### src/rtl/hwk_pkg.sv
package hwk_pkg;
  localparam int unsigned DEF_TOY_W  = 32;
  localparam int unsigned DEF_SYNC_N = 2;

  typedef enum logic {
    FW_ON  = 1'b0,
    FW_OFF = 1'b1
  } fw_lvl_e;
endpackage

### src/rtl/hwk_sync.sv
module hwk_sync #(
  parameter int unsigned STAGES  = 2,
  parameter logic        RST_VAL = 1'b0
) (
  input  logic clk,
  input  logic rst_n,
  input  logic d_async,
  output logic q_sync
);
  logic [STAGES-1:0] chain;

  always_ff @(posedge clk or negedge rst_n) begin
    if (!rst_n) begin
      chain <= {STAGES{RST_VAL}};
    end else begin
      chain[0] <= d_async;
      for (int i = 1; i < STAGES; i++) chain[i] <= chain[i-1];
    end
  end

  assign q_sync = chain[STAGES-1];
endmodule

### src/rtl/hwk_alarm.sv
module hwk_alarm #(
  parameter int unsigned TOY_W = 32
) (
  input  logic             clk,
  input  logic             rst_n,
  input  logic [TOY_W-1:0] toy_count,
  input  logic [TOY_W-1:0] alarm_cmp,
  input  logic             alarm_en,
  input  logic             cause_clr,
  output logic             cause_q
);
  logic hit, hit_prev, hit_new;

  assign hit     = alarm_en && (toy_count == alarm_cmp);
  assign hit_new = hit && !hit_prev;

  always_ff @(posedge clk or negedge rst_n) begin
    if (!rst_n) begin
      hit_prev <= 1'b0;
      cause_q  <= 1'b0;
    end else begin
      hit_prev <= hit;
      // a fresh match outranks a clear in the same cycle
      if (hit_new)        cause_q <= 1'b1;
      else if (cause_clr) cause_q <= 1'b0;
    end
  end
endmodule

### src/rtl/hwk_hib.sv
module hwk_hib
  import hwk_pkg::*;
(
  input  logic clk,
  input  logic rst_n,
  input  logic fw_s,
  input  logic pg_s,
  output logic hib_q,
  output logic wake_q
);
  logic fw_d, pg_d, pg_rise;

  assign pg_rise = pg_s && !pg_d;

  always_ff @(posedge clk or negedge rst_n) begin
    if (!rst_n) begin
      fw_d   <= FW_OFF;
      pg_d   <= 1'b0;
      hib_q  <= 1'b0;
      wake_q <= 1'b0;
    end else begin
      fw_d   <= fw_s;
      pg_d   <= pg_s;
      // fw_d is the request level from the sample before the rise
      wake_q <= pg_rise && (fw_d == FW_ON);
      if (fw_s == FW_OFF)   hib_q <= 1'b0;
      else if (pg_s)        hib_q <= 1'b1;
    end
  end
endmodule

### src/rtl/hib_wake_ctrl.sv
module hib_wake_ctrl #(
  parameter int unsigned TOY_W       = hwk_pkg::DEF_TOY_W,
  parameter int unsigned SYNC_STAGES = hwk_pkg::DEF_SYNC_N
) (
  input  logic             clk,
  input  logic             rst_n,
  input  logic [TOY_W-1:0] toy_count,
  input  logic [TOY_W-1:0] alarm_cmp,
  input  logic             alarm_en,
  input  logic             fw_req_n,
  input  logic             main_pgood,
  input  logic             cause_clr,
  input  logic             wake_qual,
  output logic             wake_pull_low,
  output logic             wake_cause,
  output logic             hibernating,
  output logic             hib_wakeup
);
  logic fw_s, pg_s;

  hwk_sync #(.STAGES(SYNC_STAGES), .RST_VAL(1'b1)) u_fw_sync (
    .clk(clk), .rst_n(rst_n), .d_async(fw_req_n), .q_sync(fw_s));

  hwk_sync #(.STAGES(SYNC_STAGES), .RST_VAL(1'b0)) u_pg_sync (
    .clk(clk), .rst_n(rst_n), .d_async(main_pgood), .q_sync(pg_s));

  hwk_hib u_hib (
    .clk(clk), .rst_n(rst_n), .fw_s(fw_s), .pg_s(pg_s),
    .hib_q(hibernating), .wake_q(hib_wakeup));

  hwk_alarm #(.TOY_W(TOY_W)) u_alarm (
    .clk(clk), .rst_n(rst_n), .toy_count(toy_count), .alarm_cmp(alarm_cmp),
    .alarm_en(alarm_en), .cause_clr(cause_clr), .cause_q(wake_cause));

  assign wake_pull_low = wake_cause && wake_qual;
endmodule

### config.mk
export PLATFORM = sky130hd
export DESIGN_NAME = hib_wake_ctrl
export DESIGN_NICKNAME = d
export VERILOG_FILES = /design/src/rtl/hwk_pkg.sv /design/src/rtl/hwk_sync.sv /design/src/rtl/hwk_alarm.sv /design/src/rtl/hwk_hib.sv /design/src/rtl/hib_wake_ctrl.sv
export SDC_FILE = /design/constraint.sdc
export NUM_CORES = 1
export LEC_CHECK = 0
export ABC_AREA = 1
export BUFFER_PORTS_ARGS = -buffer_cell sky130_fd_sc_hd__buf_2
export CAP_MARGIN = 15
export CORE_UTILIZATION = 41
export DETAILED_ROUTE_END_ITERATION = 8
export GPL_TIMING_DRIVEN = 0
export PLACE_DENSITY_LB_ADDON = 0.08
export SLEW_MARGIN = 20
export SYNTH_ARGS = -nofsm -noshare
export SYNTH_HDL_FRONTEND = slang
export SYNTH_HIERARCHICAL = 1
export SYNTH_SLANG_ARGS = --single-unit
export TNS_END_PERCENT = 30
### constraint.sdc
create_clock -name clk -period 0.8 [get_ports clk]
set_input_delay 0 -clock clk [delete_from_list [all_inputs] [get_ports clk]]
set_output_delay 0 -clock clk [all_outputs]
set_load 0.01 [all_outputs]
# Yosys cells after proc, flatten, opt, wreduce, memory -nomap -nowiden
# Index checks and enable logic that the tools add are counted.
[classes]
eq_ne = 1
n_mux = 4
n_bitwise = 1
n_reduce_logical = 9
[ops]
columns = ["op", "count"]
rows = [
  ["== test 32 bit", 1],
  ["logical AND 1 bit", 5],
  ["two-way mux 1 bit", 4],
  ["nonzero test 2 bit", 2],
  ["logical NOT 1 bit", 2],
  ["inverter 1 bit", 1],
]
[word_totals]
register_bits = 10
output_inout_bits = 4
word_cells = 23

# Longest topological paths before layout
# Gate-level depths: netlist (run 1).
[depth]
word_depth = 4
depth_mapped = 10

# Cells and area by module
# Netlist (run 1), hierarchy kept.
[modules_own_cells]
columns = ["module", "n_inst", "cells_each", "area_per_inst_um2", "seq_area_each_um2"]
rows = [
  ["hwk_alarm", 1, 204, 902.1, 50.0],
  ["hwk_hib", 1, 9, 122.6, 101.3],
  ["hwk_sync at u_fw_sync", 1, 2, 52.6, 52.6],
  ["hwk_sync at u_pg_sync", 1, 2, 50.0, 50.0],
  ["hib_wake_ctrl", 1, 2, 7.5, 0.0],
]

# Worst setup path after synthesis (run 1)
# Ideal clock, no wire load.
[synth_path]
kind = "input to register"
from = "in alarm_cmp[9]"
to = "reg u_alarm.cause_q"
arrival_ns = 0.579
required_time_ns = 0.683
slack_ns = 0.103
path_stages = 8
path_cell_list = "inv_1 or2_2 nand2_1 nor2_1 nand2_1 nor2_1 nand3_1 nand2_1"
[synth_between]
elab_chain_cells = 4
[synth_rtl]
columns = ["item", "line", "source"]
rows = [
  ["from (decl)", "hib_wake_ctrl.sv:8", "input logic [TOY_W-1:0] alarm_cmp,"],
  ["== test 32 bit *", "hwk_alarm.sv:14", "assign hit = alarm_en && (toy_count == alarm_cmp);"],
  ["logical AND 1 bit *", "hwk_alarm.sv:14", ""],
  ["logical AND 1 bit *", "hwk_alarm.sv:15", "assign hit_new = hit && !hit_prev;"],
  ["two-way mux 1 bit or nonzero test 2 bit (tied branches)", "--", ""],
  ["to (signal assigned)", "hwk_alarm.sv:20", "cause_q <= 1'b0;"],
  ["to (signal assigned)", "hwk_alarm.sv:24", "if (hit_new) cause_q <= 1'b1;"],
  ["to (signal assigned)", "hwk_alarm.sv:25", "else if (cause_clr) cause_q <= 1'b0;"],
  ["to (decl)", "hwk_alarm.sv:10", "output logic cause_q"],
]
# Every way passes the cells marked *; elsewhere a longest branch is shown, timed or not.
# A chain may end at the register's enable or synchronous reset.

# Final worst setup path (run 1)
[layout_path]
from = "reg u_alarm.cause_q"
to = "out wake_pull_low"
[layout_between]
elab_chain_cells = 1
[layout_rtl]
columns = ["item", "line", "source"]
rows = [
  ["logical AND 1 bit", "hib_wake_ctrl.sv:35", "assign wake_pull_low = wake_cause && wake_qual;"],
  ["to (decl)", "hib_wake_ctrl.sv:14", "output logic wake_pull_low,"],
]
# No other way between the ends.

==> impl_results.md, run 1 <==
- CP cell instances: nand2_1 > inv_1 > buf_2
- Nets: 373
- Synthesized area per cell: 5.18 um^2
- Die Span X: 54.6 um
- Crit path max fanout: 3
- Inserted Diodes: 0
- Drt wl/cell: 8.47 um
- TritonCTS clock tree: done
- Worst path max stage delay: 0.39 ns
- Max-slew violation count: 0
- Final period util: 108%
- Dpl hpwl: 2.47 mm
- Comb pwr share: 37.5%
- Clock share of power: 28.1%
- Final setup TNS: -0.0654 ns
- Final Util: 63.6%
- Setup crit end kind: output port
- Initial core utilization: 44.6%
- Seq pwr share: 34.4%
- Syn Nets: 290
- Flop2flop setup slack: 0.13 ns
- DR DRC count: 0
- Rows: 18
- Measured slew at the worst slew-check pin: 0.253 ns
- Vias in the first global route: 1134
- First-pass GRT wire length: 4.09 mm
- Worst clock skew: 0.00279 ns
- Synth unique cells: 18
- Routability cong.: 0.841
- Clock root buffer: clkbuf_4
- Largest net degree at the start of global routing: 11
- Internal: 1.09 mW
- Iter 0 DRT Violations: 31
- Worst vdd ir: 0.00134 V
- Buffers & Inverters on Critical Path: 2
- Layout cell share with drive strength beyond 1: 28.9%
- Status: finished, violations left
- Synth Instances: 219
- Postcts setup bufs: 0
- Pwr dens: 969 mW/mm^2
- Routed wire length: 2.81 mm
- YS warnings: 6
- Post-Syn Area: 0.00113 mm^2
- H-tree depth: 1
- Unrepaired setup endpoints after global routing: yes
- Failing checks: setup timing
- Vias post-DR: 1436
- Drt pass-1 iters: 4
- Total power: 1.57 mW
- Sequential-to-total area share from yosys stat: 22.4%
- Tightest Hold Check Type: primary input to asynchronous set/reset pin
- Req. time, crit path: 0.80 ns
- Overflow after GRT: 0
- Via density: 4.34
- Setup Viol. Count Final: 1
- Clk buf depth: 2
- Min Tclk post-route: 0.865 ns
- Die H: 54.6 um
- Die area: 0.00298 mm^2
- Max frequency: 1.16 GHz
- # resized after CTS: 0
- Clock Latency Late Sink: 0.26 ns
- Net Sw Power: 482 uW
- Area grow syn2layout: 42.7%
- Routed Antenna Nets: 0
- Io pins: 75
- Inserted Clock Buffers: 3
- Clock Pin Slew Worst Setup and Hold Paths: 0.07 ns
- Leakage: 1.10 nW
- Clock Sinks: 10
- WS Path Type: flip-flop to output port
- Core Area: 0.00254 mm^2
- Post-route setup slack: -0.0654 ns
- CP startpoint kind: flip-flop
- Max_cap viols: 0
- Total GRT Usage: 18.7%
- Worst path slowest cell: dfrtp_1
- Worst path arrival time: 0.87 ns
- Slew Limit Headroom: 83.0%
- Sw Ratio: 30.7%
- Crit-path leading delay family: flip-flops
- Initial antenna violation count: 0
- #FFs+latches synth: 10
- Fin. Hold Viols: 0
- PortBufs: 74
[metal layers]
| layer | up-vias | track usage (%) | wire length [um] |
|---|---|---|---|
| met5 | - | 0 | 0 |
| met4 | 0 | 2.56 | 0 |
| met3 | 0 | 1.67 | 182 |
| met2 | 53 | 34.9 | 1320 |
| met1 | 581 | 23.1 | 1300 |
| li1 | 802 | - | - |
[power groups by stage]
stage	Clock (mW)	Sequential, mW	Combinational [mW]
final	0.442	0.540	0.588
after CTS	0.453	0.540	0.593
after detailed placement	0	0.549	0.574
after global placement	0	0.548	0.567
after global routing	0.479	0.543	0.677
after floorplan	0	0.551	0.300
[cells in the mapped netlist, drive strengths merged]
cell | instances | area share (%)
nand2 | 88 | 29
inv | 56 | 19
nor2 | 35 | 12
nand4 | 8 | 4.4
dfrtp | 7 | 15
nand3 | 5 | 2.2
xnor2 | 4 | 3.1
dfstp | 3 | 6.9
xor2 | 3 | 2.3
o21ai | 2 | 0.88
o22ai | 2 | 1.1
or2 | 2 | 1.1
nand3b | 1 | 0.66
nor3 | 1 | 0.88
nor3b | 1 | 0.66
o211ai | 1 | 0.66
[cell type report]
cell class | count | area, um^2
Multi-Input combinational cell | 153 | 671
Inverter | 56 | 210
Timing Repair Buffer | 78 | 410
Fill cell | 294 | 926
Tap cell | 30 | 37.5
Clock buffer | 4 | 36.3
Sequential cell | 10 | 254
[worst paths after layout]
| path | start | end | depth (start not counted) |
|---|---|---|---|
| max | u_alarm/cause_q | wake_pull_low | 3 |
| min | rst_n | u_hib/pg_d | 2 |
| max reg2reg | u_fw_sync/chain[1] | u_hib/hib_q | 1 |
| min reg2reg | u_pg_sync/chain[0] | u_pg_sync/chain[1] | 0 |
| max in group asynchronous | rst_n | u_fw_sync/chain[1] | 2 |
| min in group clk | toy_count[29] | u_alarm/hit_prev | 5 |
[per-stage QoR]
| step | area, um^2 | cells | hold slack [ns] | setup slack (ns) |
|---|---|---|---|---|
| after floorplan | 1130 | 219 | -0.296 | 0.103 |
| after global placement | 1540 | 323 | -0.138 | -0.103 |
| after detailed placement | 1540 | 323 | -0.134 | -0.113 |
| after CTS | 1620 | 331 | 0.128 | -0.0762 |
| after global routing | 1620 | 331 | 0.164 | -0.130 |
| final | 1620 | 331 | 0.123 | -0.0654 |
[state kept, by name (all words and copies together), names as in the netlist]
register / flops
u_alarm/cause_q: 1
u_hib/wake_q: 1
u_alarm/hit_prev: 1
u_hib/hib_q: 1
u_fw_sync/chain: 2
u_hib/pg_d: 1
u_hib/fw_d: 1
u_pg_sync/chain: 2
[placed cells by master, fill, tap and decap left out, drive strengths merged]
cell type / netlist / layout
o21ai: 2 / 2
xnor2: 4 / 4
nand3: 5 / 5
clkbuf: 0 / 4
dfrtp: 7 / 7
inv: 56 / 56
xor2: 3 / 3
buf: 0 / 74
dfstp: 3 / 3
nand2: 88 / 88
nand3b: 1 / 1
nor3: 1 / 1
nand4: 8 / 8
dlygate4sd3: 0 / 4
o211ai: 1 / 1
o22ai: 2 / 2
nor2: 35 / 35
or2: 2 / 2
nor3b: 1 / 1
[timing repair]
| item | 4_1_cts | 5_1_grt |
|---|---|---|
| hold buffers | 4 | 0 |
| setup endpoints to repair | 1 | 2 |
| hold endpoints to repair | 13 | 0 |
| pin swaps | 1 | 0 |
[logic make-up (layout without fill, tap and decap cells)]
group,after synthesis,count (layout),synth area share [%]
buf+inv,56,138,18.5
xor+xnor,7,7,5.40
compound gates,5,5,2.65
flops,10,10,22.4
simple gates,141,141,51.0
(Power assumes the default switching activity.)
==> run 2, diff against run 1 <==
GPL_TIMING_DRIVEN = not set   (was 0)
==> run 2 against run 1 <==
  * Critical endpoint unchanged
  * Combinational power increased by 8.5%
  * Global-route usage increased by 1.7 points
  * Highest routed layer is now met4
  * Clock power decreased by 22%
  * Final area increased by 5.8%
  * Hold slack improved by 0.011 ns
  * Largest cell class unchanged
  * The run still ends with setup timing left
  * Sequential cell count unchanged
  * Sequential share of layout area decreased by 0.86 points
  * Total power decreased by 2.8%
  * Die area unchanged
==> impl_results.md, run 2 (synthesized netlist as in run 1, its figures left out) <==
- Worst path arrival time: 0.86 ns
- Die H: 54.6 um
- Comb pwr share: 41.8%
- Crit path max fanout: 3
- Area after DPL: 0.00164 mm^2
- DR DRC count: 0
- Setup Viol. Count Final: 1
- First-pass GRT wire length: 4.47 mm
- Nets: 386
- Initial core utilization: 44.6%
- Most frequent cells in the layout: 88 x nand2_1, 73 x buf_2, 54 x inv_1
- Post-route setup slack: -0.0641 ns
- Inserted Diodes: 0
- Reg2reg start: u_fw_sync/chain[1]
- PortBufs: 74
- Met1 WL: 1.29 mm
- Slew Limit Headroom: 82.9%
- Rows: 18
- Final Util: 67.3%
- Worst R2R Path Depth: 1
- Iter 0 DRT Violations: 21
- Die area: 0.00298 mm^2
- Final setup TNS: -0.0641 ns
- Buffers & Inverters on Critical Path: 2
- Most common cell after layout, fill and taps aside: nand2_1
- Internal: 1.04 mW
- Seq pwr share: 35.5%
- Routed Antenna Nets: 0
- Vias in the first global route: 1224
- Max_cap viols: 0
- Worst clock skew: 0.00762 ns
- Finished Layout Cells: 344
- Leakage: 1.16 nW
- Unrepaired setup endpoints after global routing: yes
- Met3 wire len: 191 um
- Total GRT Usage: 20.3%
- Worst vdd ir: 0.00126 V
- Vias post-DR: 1482
- Overflow after GRT: 0
- Fin. Hold Viols: 0
- Min Tclk post-route: 0.864 ns
- Worst path max stage delay: 0.39 ns
- CP startpoint kind: flip-flop
- H-tree depth: 1
- TritonCTS clock tree: done
- Clk buf depth: 2
- Measured slew at the worst slew-check pin: 0.254 ns
- Sw Ratio: 31.6%
- Max-slew violation count: 0
- Pwr dens: 890 mW/mm^2
- Total power: 1.53 mW
- Pre-CTS setup slack: -0.110 ns
- Largest net degree at the start of global routing: 11
- Worst R2R End: u_hib/hib_q
- Placed Cells: 336
- Req. time, crit path: 0.80 ns
- Clock Latency Late Sink: 0.26 ns
- Met2 routed WL: 1.40 mm
- Inserted Clock Buffers: 3
- Crit-path leading delay family: flip-flops
- Area grow syn2layout: 50.9%
- Hold Worst Slack: 0.134 ns
- Clock Sinks: 10
- Final period util: 108%
- Post-route cell area: 0.00171 mm^2
- Flop2flop setup slack: 0.13 ns
- WS Path Type: flip-flop to output port
- Via density: 4.31
- Clock root buffer: clkbuf_4
- Status: finished, violations left
- Clock Pin Slew Worst Setup and Hold Paths: 0.07 ns
- Tightest Hold Check Type: primary input to asynchronous set/reset pin
- Die Span X: 54.6 um
- Initial antenna violation count: 0
- Max frequency: 1.16 GHz
- Routed wire length: 2.92 mm
- Setup crit end kind: output port
- Top Registers: u_fw_sync/chain (2), u_pg_sync/chain (2)
- Dpl hpwl: 2.51 mm
- Layout cell share with drive strength beyond 1: 31.8%
- Net Sw Power: 483 uW
- Io pins: 75
- CP cell instances: nand2_1 > inv_2 > buf_6
- Core Area: 0.00254 mm^2
- Failing checks: setup timing
- Postcts setup bufs: 0
- Drt wl/cell: 8.49 um
- Drt pass-1 iters: 4
- Worst path slowest cell: dfrtp_1
- Clock share of power: 22.7%
- Routability cong.: 0.829
- Top Layer Used: met4
[run 2: area by class of cell]
class                           instances  area [um^2]
Clock buffer                            4         26.3
Fill cell                             269          832
Inverter                               56          210
Multi-Input combinational cell        153          671
Sequential cell                        10          254
Tap cell                               30         37.5
Timing Repair Buffer                   91          514
[run 2: power by group through the flow]
| stage | Sequential, mW | Clock (mW) | Combinational (mW) |
|---|---|---|---|
| global route | 0.543 | 0.384 | 0.732 |
| CTS | 0.541 | 0.354 | 0.639 |
| global placement | 0.549 | 0 | 0.613 |
| finish | 0.541 | 0.346 | 0.638 |
| detailed placement | 0.550 | 0 | 0.620 |
| floorplan | 0.551 | 0 | 0.300 |
[run 2: worst max path at each step]
| stage | start | to | cells past startpoint |
|---|---|---|---|
| 3_3_place_gp | alarm_cmp[10] | u_alarm/hit_prev | 7 |
| 3_5_place_dp | alarm_cmp[19] | u_alarm/hit_prev | 7 |
| 5_1_grt | u_alarm/cause_q | wake_pull_low | 3 |
| 2_1_floorplan | alarm_cmp[9] | u_alarm/cause_q | 8 |
| 4_1_cts | u_alarm/cause_q | wake_pull_low | 3 |
| 6_report | u_alarm/cause_q | wake_pull_low | 3 |
[run 2: timing repair]
item / 4_1_cts / 5_1_grt
pin swaps: 1 / 1
endpoints found under the setup margin: 1 / 2
hold buffers: 4 / 0
resized for setup: 0 / 2
hold endpoints to repair: 13 / 0
cloned: 0 / 0
[run 2: per-layer routing]
metal	vias to the layer above	GRT usage, %
met3	4	2.50
met5	-	0
met4	0	4.70
met1	595	24.1
li1	826	-
met2	57	38.0
==> run 3, diff against run 2 <==
ABC_AREA = 0   (was 1)
CORE_UTILIZATION = 35   (was 41)
CTS_BUF_LIST = sky130_fd_sc_hd__clkbuf_4 sky130_fd_sc_hd__clkbuf_8   (was not set)
SETUP_SLACK_MARGIN = 0.5   (was not set)
==> run 3 against run 2 <==
  * The run ends with hold timing, setup timing left
  * Die area shrank 29%
  * Cell count shrank 52%
  * Routed wire length shrank 40%
  * Maximum frequency shrank 6.0%
  * Final area shrank 26%
  * Via count shrank 49%
  * Clock power grew 28%
  * Critical path depth shrank 1
  * Core utilization grew 5.0 points
  * Synthesized cell count shrank 72%
  * Count of clock-buffer cells in the layout is the same
==> impl_results.md, run 3 <==
- Io pins: 75
- Largest net degree at the start of global routing: 11
- Overflow after GRT: 0
- Slew Limit Headroom: 82.2%
- Worst clock skew: 0.00140 ns
- WS Path Type: flip-flop to output port
- Clock share of power: 30.7%
- Via density: 4.52
- Total GRT Usage: 17.3%
- Synth top area share: 26.0%
- H-tree depth: 1
- Synthesized area per cell: 10.9 um^2
- Count leader, synth: xnor2_1
- Top Registers: u_fw_sync/chain (2), u_pg_sync/chain (2)
- Top cells by count, synth: 19 x xnor2_1, 10 x xor2_1, 7 x dfrtp_1, 4 x nand4_1
- Clock Sinks: 10
- Initial core utilization: 38.2%
- Flop2flop setup slack: 0.01 ns
- Req. time, crit path: 0.80 ns
- Leakage: 0.647 nW
- Setup crit end kind: output port
- Seq pwr share: 37.7%
- Routed wire length: 1.76 mm
- Synth unique cells: 19
- YS warnings: 6
- Fin. Hold Viols: 12
- Failing checks: hold timing, setup timing
- Vias post-DR: 750
- First-pass GRT wire length: 2.52 mm
- Sw Ratio: 23.6%
- Post-route setup slack: -0.119 ns
- Finished Layout Cells: 166
- Max-slew violation count: 0
- Hold Worst Slack: -0.423 ns
- Status: finished, violations left
- Die area: 0.00210 mm^2
- Setup Viol. Count Final: 3
- Crit path max fanout: 2
- Worst path max stage delay: 0.38 ns
- Worst vdd ir: 0.000816 V
- Placed Cells: 161
- DR DRC count: 0
- Top_reg_cell synth: dfrtp_1
- Inserted Diodes: 0
- Iter 0 DRT Violations: 8
- Post-Syn Area: 673 um^2
- Most frequent cells in the layout: 61 x buf_2, 14 x buf_6, 11 x xnor2_1
- CP startpoint kind: flip-flop
- Layout cell share with drive strength beyond 1: 68.1%
- Most common cell after layout, fill and taps aside: buf_2
- Syn Nets: 133
- Clock Pin Slew Worst Setup and Hold Paths: 0.06 ns
- Final period util: 115%
- Internal: 1.10 mW
- Number of enable flip-flop cells after synthesis: 0
- Initial antenna violation count: 0
- #FFs+latches synth: 10
- Tightest Hold Check Type: primary input to asynchronous set/reset pin
- Area grow syn2layout: 89.4%
- Drt wl/cell: 10.6 um
- PortBufs: 74
- Comb pwr share: 31.6%
- Routability cong.: 0.640
- Max frequency: 1.09 GHz
- Worst path arrival time: 0.92 ns
- Measured slew at the worst slew-check pin: 0.267 ns
- Synth top area cells: dfrtp_1 26%, xnor2_1 25%, xor2_1 13%
- Min Tclk post-route: 0.919 ns
- Pwr dens: 1130 mW/mm^2
- Synth Instances: 62
- Die H: 45.9 um
- Worst R2R Path Depth: 1
- Drt pass-1 iters: 6
- Inserted Clock Buffers: 3
- Clock Latency Late Sink: 0.26 ns
- Net Sw Power: 339 uW
- Nets: 213
- Clock root buffer: clkbuf_4
- Rows: 15
- Max_cap viols: 0
- Worst path slowest cell: dfrtp_1
- Die Span X: 45.9 um
- TritonCTS clock tree: done
- Vias in the first global route: 632
- Dpl hpwl: 1.38 mm
- Sequential-to-total area share from yosys stat: 37.7%
- Core Area: 0.00176 mm^2
- Routed Antenna Nets: 0
- Largest area contributor in the netlist: dfrtp_1
- Number of fill cells: 159
- Share of flip-flops with an asynchronous set or reset: 100%
- CP cell instances: and2_1 > buf_2
- Clk buf depth: 2
- Final setup TNS: -0.261 ns
- Unrepaired setup endpoints after global routing: yes
[run 3: cell type report]
| class | count | area [um^2] | share of cell area (%) |
|---|---|---|---|
| multi-input combinational | 49 | 479 | 37.6 |
| inverter | 3 | 11.3 | 0.883 |
| timing repair buffer | 75 | 463 | 36.3 |
| sequential | 10 | 254 | 19.9 |
| tap | 25 | 31.3 | 2.45 |
| clock buffer | 4 | 36.3 | 2.85 |
[run 3: repair_timing]
action                     4_1_cts  5_1_grt
resized for setup               17        4
hold endpoints to repair        12       12
pin swaps                        6        3
setup endpoints to repair       12       12
setup buffers                    1        0
gates cloned                     0        0
[run 3: stage by stage]
step	instance area (um^2)	util [%]	total power, mW	hold WS [ns]	setup WS (ns)
2_1_floorplan	696	-	0.718	-0.296	-0.0851
3_3_place_gp	1100	62.2	0.934	-0.138	-0.296
3_5_place_dp	1100	62.2	0.943	-0.138	-0.395
4_1_cts	1250	71.0	1.45	-0.423	-0.111
5_1_grt	1270	72.3	1.53	-0.426	-0.170
6_report	1270	72.3	1.44	-0.423	-0.119
[run 3: layer usage]
layer	share of wire, %	global-route usage (%)	up-vias
met2	55	32.1	50
li1	-	-	372
met4	0	3.53	0
met5	0	0	-
met1	35	17.9	328
met3	9.5	7.14	0
[run 3: cell families (layout without fill, tap and decap cells)]
group | after synthesis | after routing | share of synthesized area, %
simple gates | 15 | 15 | 15.8
flops | 10 | 10 | 37.7
xor+xnor | 29 | 29 | 37.7
buf+inv | 3 | 82 | 1.67
compound gates | 5 | 5 | 7.06
[run 3: power groups by stage]
stage / registers (mW) / clock network [mW] / logic (mW)
floorplan: 0.551 / 0 / 0.167
global placement: 0.549 / 0 / 0.385
detailed placement: 0.552 / 0 / 0.391
CTS: 0.543 / 0.460 / 0.447
global route: 0.545 / 0.495 / 0.492
finish: 0.542 / 0.442 / 0.454
[run 3: path summary, 6_finish.rpt]
path,from,to
max,u_alarm/cause_q,wake_pull_low
min,rst_n,u_pg_sync/chain[1]
max reg2reg,u_alarm/hit_prev,u_alarm/cause_q
min reg2reg,u_pg_sync/chain[0],u_pg_sync/chain[1]
max in group asynchronous,rst_n,u_fw_sync/chain[0]
min in group clk,fw_req_n,u_fw_sync/chain[0]
[run 3: critical path, delay by kind of cell (launching register included)]
kind	cells	cell delay, ns
flops	1	0.38
simple gates	1	0.14
buf+inv	1	0.13
